===== src/rtl/idxind_pkg.sv =====
package idxind_pkg;

  typedef enum logic [1:0] {
    AG_IDLE = 2'd0,
    AG_WAIT = 2'd1,
    AG_DONE = 2'd2
  } ag_state_t;

endpackage


===== src/rtl/idxind_index_sum.sv =====
module idxind_index_sum #(
  parameter int ADDR_W  = 16,
  parameter int DISP_W  = 8,
  parameter int NUM_IDX = 4,
  localparam int SEL_W  = (NUM_IDX > 1) ? $clog2(NUM_IDX) : 1
) (
  input  logic [NUM_IDX*ADDR_W-1:0] idx_regs_i,
  input  logic [SEL_W-1:0]          idx_sel_i,
  input  logic [DISP_W-1:0]         disp_i,
  output logic [ADDR_W-1:0]         sum_o
);

  // Sign extension of the displacement
  function automatic logic [ADDR_W-1:0] widen_disp(input logic [DISP_W-1:0] d);
    return {{(ADDR_W-DISP_W){d[DISP_W-1]}}, d};
  endfunction

  // Modulo-2^ADDR_W add, carry dropped
  function automatic logic [ADDR_W-1:0] wrap_add(input logic [ADDR_W-1:0] a,
                                                 input logic [ADDR_W-1:0] b);
    logic [ADDR_W:0] full;
    full = {1'b0, a} + {1'b0, b};
    return full[ADDR_W-1:0];
  endfunction

  logic [ADDR_W-1:0] idx_arr [NUM_IDX];

  // Unpack the index register bank
  for (genvar gi = 0; gi < NUM_IDX; gi++) begin : g_unpack
    assign idx_arr[gi] = idx_regs_i[gi*ADDR_W +: ADDR_W];
  end

  logic [ADDR_W-1:0] base_w;
  logic [ADDR_W-1:0] ext_disp_w;

  assign base_w     = idx_arr[idx_sel_i];
  assign ext_disp_w = widen_disp(disp_i);
  assign sum_o      = wrap_add(base_w, ext_disp_w);

endmodule


===== src/rtl/idxind_ctrl.sv =====
module idxind_ctrl
  import idxind_pkg::*;
#(
  parameter int ADDR_W = 16
) (
  input  logic              clk,
  input  logic              rst,
  input  logic              start_i,
  input  logic              indirect_i,
  input  logic [ADDR_W-1:0] sum_i,
  output logic              rd_req_o,
  output logic [ADDR_W-1:0] rd_addr_o,
  input  logic              rd_valid_i,
  input  logic [ADDR_W-1:0] rd_data_i,
  output logic [ADDR_W-1:0] ea_o,
  output logic              done_o
);

  ag_state_t         state_q, state_d;
  logic [ADDR_W-1:0] ptr_addr_q;
  logic [ADDR_W-1:0] ea_q;

  // Named internal events
  logic accept_w;      // start taken in idle
  logic accept_dir_w;  // direct indexed start
  logic accept_ind_w;  // indirect start
  logic rd_fire_w;     // read handshake completes

  assign accept_w     = (state_q == AG_IDLE) && start_i;
  assign accept_dir_w = accept_w && !indirect_i;
  assign accept_ind_w = accept_w && indirect_i;
  assign rd_fire_w    = (state_q == AG_WAIT) && rd_valid_i;

  always_comb begin
    state_d = state_q;
    unique case (state_q)
      AG_IDLE: begin
        if (accept_dir_w)      state_d = AG_DONE;
        else if (accept_ind_w) state_d = AG_WAIT;
      end
      AG_WAIT: if (rd_fire_w) state_d = AG_DONE;
      AG_DONE: state_d = AG_IDLE;
      default: state_d = AG_IDLE;
    endcase
  end

  always_ff @(posedge clk) begin
    if (rst) begin
      state_q    <= AG_IDLE;
      ptr_addr_q <= '0;
      ea_q       <= '0;
    end else begin
      state_q <= state_d;
      if (accept_ind_w) ptr_addr_q <= sum_i;
      if (accept_dir_w) ea_q <= sum_i;
      else if (rd_fire_w) ea_q <= rd_data_i;
    end
  end

  assign rd_req_o  = (state_q == AG_WAIT);
  assign rd_addr_o = ptr_addr_q;
  assign ea_o      = ea_q;
  assign done_o    = (state_q == AG_DONE);

  AST_REQ_HOLD: assert property (@(posedge clk) disable iff (rst)
    (rd_req_o && !rd_valid_i) |=> (rd_req_o && $stable(rd_addr_o)));

  AST_IND_ADDR: assert property (@(posedge clk) disable iff (rst)
    accept_ind_w |=> (rd_req_o && rd_addr_o == $past(sum_i)));

  AST_FIRE_DONE: assert property (@(posedge clk) disable iff (rst)
    rd_fire_w |=> (done_o && !rd_req_o && ea_o == $past(rd_data_i)));

  AST_DIRECT_DONE: assert property (@(posedge clk) disable iff (rst)
    accept_dir_w |=> (done_o && !rd_req_o && ea_o == $past(sum_i)));

  AST_DONE_PULSE: assert property (@(posedge clk) disable iff (rst)
    done_o |=> !done_o);

  AST_BUSY_START: assert property (@(posedge clk) disable iff (rst)
    (rd_req_o && !rd_valid_i && start_i) |=> (rd_req_o && $stable(rd_addr_o)));

  AST_STRAY_VALID: assert property (@(posedge clk) disable iff (rst)
    (!rd_req_o && !done_o && !start_i && rd_valid_i) |=> (!done_o && $stable(ea_o)));

endmodule


===== src/rtl/idxind_addr_gen.sv =====
module idxind_addr_gen #(
  parameter int ADDR_W  = 16,
  parameter int DISP_W  = 8,
  parameter int NUM_IDX = 4,
  localparam int SEL_W  = (NUM_IDX > 1) ? $clog2(NUM_IDX) : 1
) (
  input  logic                      clk,
  input  logic                      rst,
  input  logic                      start_i,
  input  logic                      indirect_i,
  input  logic [DISP_W-1:0]         disp_i,
  input  logic [SEL_W-1:0]          idx_sel_i,
  input  logic [NUM_IDX*ADDR_W-1:0] idx_regs_i,
  output logic                      rd_req_o,
  output logic [ADDR_W-1:0]         rd_addr_o,
  input  logic                      rd_valid_i,
  input  logic [ADDR_W-1:0]         rd_data_i,
  output logic [ADDR_W-1:0]         ea_o,
  output logic                      done_o
);

  logic [ADDR_W-1:0] sum_w;

  idxind_index_sum #(
    .ADDR_W (ADDR_W),
    .DISP_W (DISP_W),
    .NUM_IDX(NUM_IDX)
  ) u_sum (
    .idx_regs_i(idx_regs_i),
    .idx_sel_i (idx_sel_i),
    .disp_i    (disp_i),
    .sum_o     (sum_w)
  );

  idxind_ctrl #(
    .ADDR_W(ADDR_W)
  ) u_ctrl (
    .clk       (clk),
    .rst       (rst),
    .start_i   (start_i),
    .indirect_i(indirect_i),
    .sum_i     (sum_w),
    .rd_req_o  (rd_req_o),
    .rd_addr_o (rd_addr_o),
    .rd_valid_i(rd_valid_i),
    .rd_data_i (rd_data_i),
    .ea_o      (ea_o),
    .done_o    (done_o)
  );

endmodule


===== config.mk =====
export PLATFORM = sky130hd
export DESIGN_NAME = idxind_addr_gen
export DESIGN_NICKNAME = d
export VERILOG_FILES = /design/src/rtl/idxind_pkg.sv /design/src/rtl/idxind_index_sum.sv /design/src/rtl/idxind_ctrl.sv /design/src/rtl/idxind_addr_gen.sv
export SDC_FILE = /design/constraint.sdc
export NUM_CORES = 1
export LEC_CHECK = 0
export ABC_AREA = 1
export CORE_AREA = 2 2 85 87
export CTS_BUF_LIST = sky130_fd_sc_hd__clkbuf_16
export DETAILED_ROUTE_END_ITERATION = 16
export DIE_AREA = 0 0 87 89
export PLACE_DENSITY_LB_ADDON = 0.12
export SYNTH_ARGS = -nofsm -noshare
export SYNTH_HDL_FRONTEND = slang
export SYNTH_SLANG_ARGS = --single-unit

===== constraint.sdc =====
create_clock -name clk -period 2.43 [get_ports clk]
set_input_delay 0.243 -clock clk [delete_from_list [all_inputs] [get_ports clk]]
set_output_delay 0.243 -clock clk [all_outputs]
set_load 0.005 [all_outputs]

==> results of run 1 <==
## power breakdown
part	leakage (nW)	switching (W)	total, W	internal, W
logic	1.78	0.000444	0.000913	0.000469
registers	0.280	0.0000273	0.000634	0.000607
clock network	0.0672	0.000230	0.000603	0.000373
total	2.13	0.000701	0.00215	0.00145
## routing by layer
layer / wire, um / track usage [%] / vias up
li1: - / - / 1768
met1: 3680 / 27.2 / 1540
met2: 4570 / 42.5 / 80
met3: 335 / 3.79 / 14
met4: 111 / 4.55 / 0
met5: 0 / 0 / -
## critical path, delay by kind of cell
| kind | cells | cell delay (ps) |
|---|---|---|
| compound gates | 3 | 430 |
| buf+inv | 4 | 630 |
| simple gates | 5 | 440 |
| fa+ha+maj | 2 | 560 |
## sequential cells by signal, summed over array words and instances (netlist names)
name              count
u_ctrl.ea_o          16
u_ctrl.state_q        2
u_ctrl.rd_addr_o     16
## cell usage after synthesis
cell type	number	area, um2
xor2_2	1	16.3
a31oi_1	1	6.26
o22ai_1	14	87.6
nand2_1	103	387
nand3_2	6	60.1
fa_1	1	20.0
o21bai_1	10	75.1
o221ai_1	1	8.76
nor2_1	41	154
a32oi_1	1	8.76
ha_1	15	188
xnor2_1	3	26.3
nor2_4	1	11.3
inv_1	58	218
buf_6	2	22.5
dfxtp_1	34	681
nand2_4	2	22.5
a21oi_2	4	35.0
xor2_1	3	26.3
inv_2	12	45.0
nand2_2	12	75.1
o21ai_0	59	295
nor2_2	2	12.5
a21oi_1	22	110
buf_4	2	15.0
nand4_1	1	6.26
or2_4	1	8.76
o21a_1	4	30.0
clkbuf_1	12	45.0
nand3_4	1	17.5
nand3_1	14	70.1
nor3_2	3	30.0
o21ai_1	9	45.0
buf_2	2	10.0
## path summary, 6_finish.rpt
check	end	slack, ps
worst max-delay path	u_ctrl.rd_addr_o[12]	290
worst min-delay path	u_ctrl.rd_addr_o[0]	480
worst max register to register	u_ctrl.rd_addr_o[3]	750
worst min register to register	u_ctrl.rd_addr_o[0]	480
## what timing repair did
action,CTS,global route
setup buffers,0,0
hold buffers,0,0
endpoints found under the setup margin,0,25
gates resized for setup,0,4
## placed cells by master (no fill, tap or decap), types with 22 or more instances in the layout
cell               n
inv_1             58
a21oi_1           22
buf_4             22
dfxtp_1           34
nand2_1          103
clkdlybuf4s50_1  126
o21ai_0           59
nor2_1            41
## layout make-up
type                       instances  area, um2  share of cell area (%)
tap                               80        100                    2.22
timing repair buffer             152       1490                    33.0
clock inverter                     3       16.3                   0.360
multi-input combinational        335       1840                    40.7
sequential                        34        681                    15.1
inverter                          70        263                    5.82
clock buffer                       5        125                    2.77
## cells by family after synthesis
family	after synthesis	share of synthesized area (%)
AOI/OAI and AO/OA	125	24.5
xor gates and xnor gates	7	2.40
adders and majority gates	16	7.24
buffers and inverters	88	12.4
DFF	34	23.7
and+or+nand+nor	187	29.8
## metrics by stage
stage	setup TNS (ps)	utilization, %	hold slack [ps]	power (W)	setup slack [ps]
after floorplan	0	-	312	0.00113	366
after CTS	0	67.0	482	0.00216	3.01
after global routing	0	67.2	515	0.00229	17.9
after global placement	-4190	64.9	457	0.00155	-244
final	0	67.2	476	0.00215	293
after detailed placement	-5200	64.9	470	0.00156	-272
==> impl_metrics.json, run 1 <==
{
  "critical_path_class": "primary input to flip-flop",
  "die-area_mm2": 0.00774,
  "grt_util_all_layers_pct": 22.7,
  "synth_nets": 568,
  "start_kind": "primary input",
  "yosysUniqueCellTypes": 34,
  "drv_cap": 0,
  "path_cells": "clkdlybuf4s50_1 > o21ai_0 > o22ai_1 > ha_2 > inv_1 > fa_2 > inv_1 > nand3_1 > nand2_2 > nand3_1 > nand4_1 > nand2_1 > o21bai_1 > inv_1",
  "grt_max_degree": 32,
  "drtAntennaViolNets": 0,
  "ir_drop_mv": 0.407,
  "r2r-start": "u_ctrl.state_q[1]",
  "drive_above_1_share_pct": 13.0,
  "n_fill_cell": 606,
  "placed_area_mm2": 0.00436,
  "fin_area_mm2": 0.00451,
  "numCtsBuffers": 5,
  "hpwl_um": 6950,
  "fin_cells": 679,
  "crit_fanout": 3,
  "drc": 0,
  "period_minus_slack_ps": 2140,
  "gp_congestion": 0.886,
  "first_pass_iters": 5,
  "synthCells": 457,
  "root_buffer": "clkbuf_16",
  "ys_ff_latch": 34,
  "min_from": "u_ctrl.rd_addr_o[0]",
  "io_pins": 129,
  "fmax_mhz": 468,
  "cts.sinks": 34,
  "critPathSlowestCell": "clkdlybuf4s50_1",
  "total_leakage_power_nw": 2.13,
  "status": "completed",
  "drv_slew": 0,
  "cpMostUsedCell": "inv_1",
  "syn-cell-area_mm2": 0.00287,
  "rsz0062_at_grt": "false",
  "fin_skew_ps": 2.16,
  "place_inst": 671,
  "hold_viol": 0,
  "numPortBuffers": 128,
  "cts_tree": "done",
  "tightest_slew_ps": 405,
  "overflow": 0,
  "synth_seq_area_share_pct": 23.7,
  "avgSynthCellArea_um2": 6.28,
  "holdPathStages": 2,
  "slowest_delay_ps": 450,
  "die_h_um": 89,
  "wirelength_um": 8690,
  "vias_per_cell": 5.01,
  "cts_buffer_depth": 2,
  "arrival_ps": 2300,
  "start_util_pct": 42.7,
  "cp_data_required_time_ps": 2600,
  "crit_path_end_kind": "flip-flop",
  "rows": 30,
  "grt_pass1_wl_um": 14200,
  "diodes": 0,
  "htree_levels": 2,
  "fp.coreArea_mm2": 0.00672,
  "vias": 3402,
  "drt_iter0_markers": 168,
  "clk_pin_slew_ps": 50,
  "die_w_um": 87,
  "rr_worst_depth": 6,
  "clk-insertion-delay-late_ps": 270,
  "yosys_warnings": 0,
  "max-slew-margin-rel_pct": 72.9,
  "final_nets": 709,
  "post-route-period-util_pct": 87.9,
  "final-setup-viol-count": 0,
  "hold_path.class": "flip-flop to flip-flop",
  "antenna_found_initial": 0,
  "routedWlPerCell_um": 12.8,
  "p_per_area_mw_per_mm2": 476,
  "syn2layout_area_growth_pct": 57.3,
  "grt_pass1_vias": 3230,
  "startpoint": "idx_regs_i[32]"
}
Power figures use the tool's default switching activity.
==> run 2, diff against run 1 <==
--- a/config.mk
+++ b/config.mk
@@ -6,10 +6,13 @@
 export NUM_CORES = 1
 export LEC_CHECK = 0
 export ABC_AREA = 1
-export CORE_AREA = 2 2 85 87
+export CELL_PAD_IN_SITES_DETAIL_PLACEMENT = 0
+export CELL_PAD_IN_SITES_GLOBAL_PLACEMENT = 1
+export CORE_AREA = 2 2 105 107
 export CTS_BUF_LIST = sky130_fd_sc_hd__clkbuf_16
+export CTS_CLUSTER_SIZE = 24
 export DETAILED_ROUTE_END_ITERATION = 16
-export DIE_AREA = 0 0 87 89
+export DIE_AREA = 0 0 107 109
 export PLACE_DENSITY_LB_ADDON = 0.12
 export SYNTH_ARGS = -nofsm -noshare
 export SYNTH_HDL_FRONTEND = slang
==> run 2 against run 1 <==
Net effect: maximum frequency fell by 4.8%; largest power group unchanged; clock power increased by 38%; setup slack got worse by 110 ps; largest cell class unchanged; clock skew grew 2.8 ps; highest routed layer unchanged; register-to-register slack gained 210 ps; global-route usage fell by 7.6 points; critical path depth is 1 lower; critical path type unchanged; count of clock-buffer cells in the layout unchanged; via count is 4.6% lower; die area rose by 51%; combinational power up 2%; flip-flop and latch count unchanged.
==> impl_metrics.json, run 2 (same netlist as run 1, synthesis figures left out) <==
{
  "ir_drop_mv": 0.286,
  "post-route-period-util_pct": 92.4,
  "period_minus_slack_ps": 2250,
  "first_pass_iters": 4,
  "io_pins": 129,
  "fin_cells": 742,
  "gp_congestion": 0.791,
  "hpwl_um": 7270,
  "clk_pin_slew_ps": 60,
  "drc": 0,
  "clk-insertion-delay-late_ps": 280,
  "seq_area_um2": 681,
  "arrival_ps": 2460,
  "routedWlPerCell_um": 12.0,
  "cts.sinks": 34,
  "numCtsBuffers": 5,
  "grt_max_degree": 32,
  "drt_iter0_markers": 113,
  "status": "completed",
  "rsz0062_at_grt": "false",
  "cp_data_required_time_ps": 2640,
  "vias_per_cell": 4.37,
  "final-setup-viol-count": 0,
  "fmax_mhz": 445,
  "p_per_area_mw_per_mm2": 512,
  "vias": 3246,
  "fin_skew_ps": 4.93,
  "drv_slew": 0,
  "mostFrequentLayoutCells": "clkdlybuf4s50_1 (126), nand2_1 (103), o21ai_0 (59)",
  "cts_tree": "done",
  "hold_path.class": "flip-flop to flip-flop",
  "drtAntennaViolNets": 0,
  "start_kind": "primary input",
  "diodes": 0,
  "grt_util_all_layers_pct": 15.1,
  "drv_cap": 0,
  "syn2layout_area_growth_pct": 63.2,
  "overflow": 0,
  "tightest_slew_ps": 394,
  "die_w_um": 107,
  "fin_setup_tns_ps": 0,
  "place_inst": 734,
  "max-slew-margin-rel_pct": 73.7,
  "cts_buffer_depth": 2,
  "fp.coreArea_mm2": 0.0106,
  "final_nets": 712,
  "rows": 38,
  "antenna_found_initial": 0,
  "drive_above_1_share_pct": 13.8,
  "hold_viol": 0,
  "path_cells": "clkdlybuf4s50_1 > o21ai_0 > o22ai_1 > ha_2 > inv_1 > fa_1 > inv_1 > nand3_1 > nand2_2 > a21oi_1 > xnor2_1 > nand2_1 > a21oi_1",
  "n_fill_cell": 1117,
  "crit_path_end_kind": "flip-flop",
  "grt_pass1_vias": 3040,
  "root_buffer": "clkbuf_16",
  "die-area_mm2": 0.0117,
  "numPortBuffers": 128,
  "multi_input_area_mm2": 0.00185,
  "critical_path_class": "primary input to flip-flop",
  "total_power_w": 0.00240,
  "total_leakage_power_nw": 2.17,
  "grt_pass1_wl_um": 14400,
  "final_common_cell": "clkdlybuf4s50_1",
  "start_util_pct": 27.1,
  "wirelength_um": 8870,
  "slowest_delay_ps": 470,
  "htree_levels": 2,
  "die_h_um": 109,
  "crit_fanout": 3,
  "critPathSlowestCell": "clkdlybuf4s50_1"
}
==> run 2: cell count changes in the layout (fill, tap and decap cells not counted), sizes merged <==
cell and change:
clkinv -1, clkinvlp -1, clkdlybuf4s15 +1, buf +3
bufinv +2, dlymetal6s2s -1
==> run 2: area by class of cell <==
type | count | share of cell area, %
Multi-Input combinational cell | 335 | 39.4
Tap cell | 140 | 3.74
Sequential cell | 34 | 14.5
Inverter | 70 | 5.61
Timing Repair Buffer | 155 | 32.5
Clock buffer | 5 | 2.67
Clock inverter | 3 | 1.47
==> run 2: critical path, delay by kind of cell <==
kind	cells	cell delay, ps
xor+xnor	1	250
buf+inv	3	610
compound gates	4	490
fa+ha+maj	2	590
simple gates	3	280
==> run 2: metal layers <==
metal | track usage [%] | routed length (um) | part of all wire (%)
met1 | 20.9 | 4460 | 50
met2 | 24.0 | 3670 | 41
met3 | 2.99 | 641 | 7.2
met4 | 3.62 | 98 | 1.1
met5 | 0 | 0 | 0
==> run 2: what timing repair did <==
action,CTS,global route
pin swaps,1,3
buffers inserted,0,0
endpoints found under the hold margin,0,0
hold buffers,0,0
resized for setup,1,5
setup endpoints to repair,2,16
==> run 2: final timing paths <==
| path | slack [ps] | to | cells after the start | startpoint |
|---|---|---|---|---|
| min | 470 | u_ctrl.rd_addr_o[0] | 2 | u_ctrl.rd_addr_o[0] |
| max reg2reg | 960 | u_ctrl.ea_o[11] | 5 | u_ctrl.state_q[1] |
| max | 180 | u_ctrl.ea_o[8] | 13 | idx_regs_i[16] |
| min reg2reg | 470 | u_ctrl.rd_addr_o[0] | 2 | u_ctrl.rd_addr_o[0] |
==> run 2: power breakdown <==
group          switching [W]  internal (W)  total (W)
registers          0.0000250      0.000606   0.000631
logic               0.000452      0.000480   0.000932
clock network       0.000244      0.000589   0.000833
==> run 2: stage by stage <==
stage	utilization (%)	hold slack [ps]	area (um2)	setup WS, ps
floorplan	-	312	2870	366
global placement	42.2	463	4470	-308
detailed placement	42.2	465	4470	-348
CTS	44.0	476	4670	51.2
global route	44.2	509	4680	12.5
finish	44.2	471	4680	185
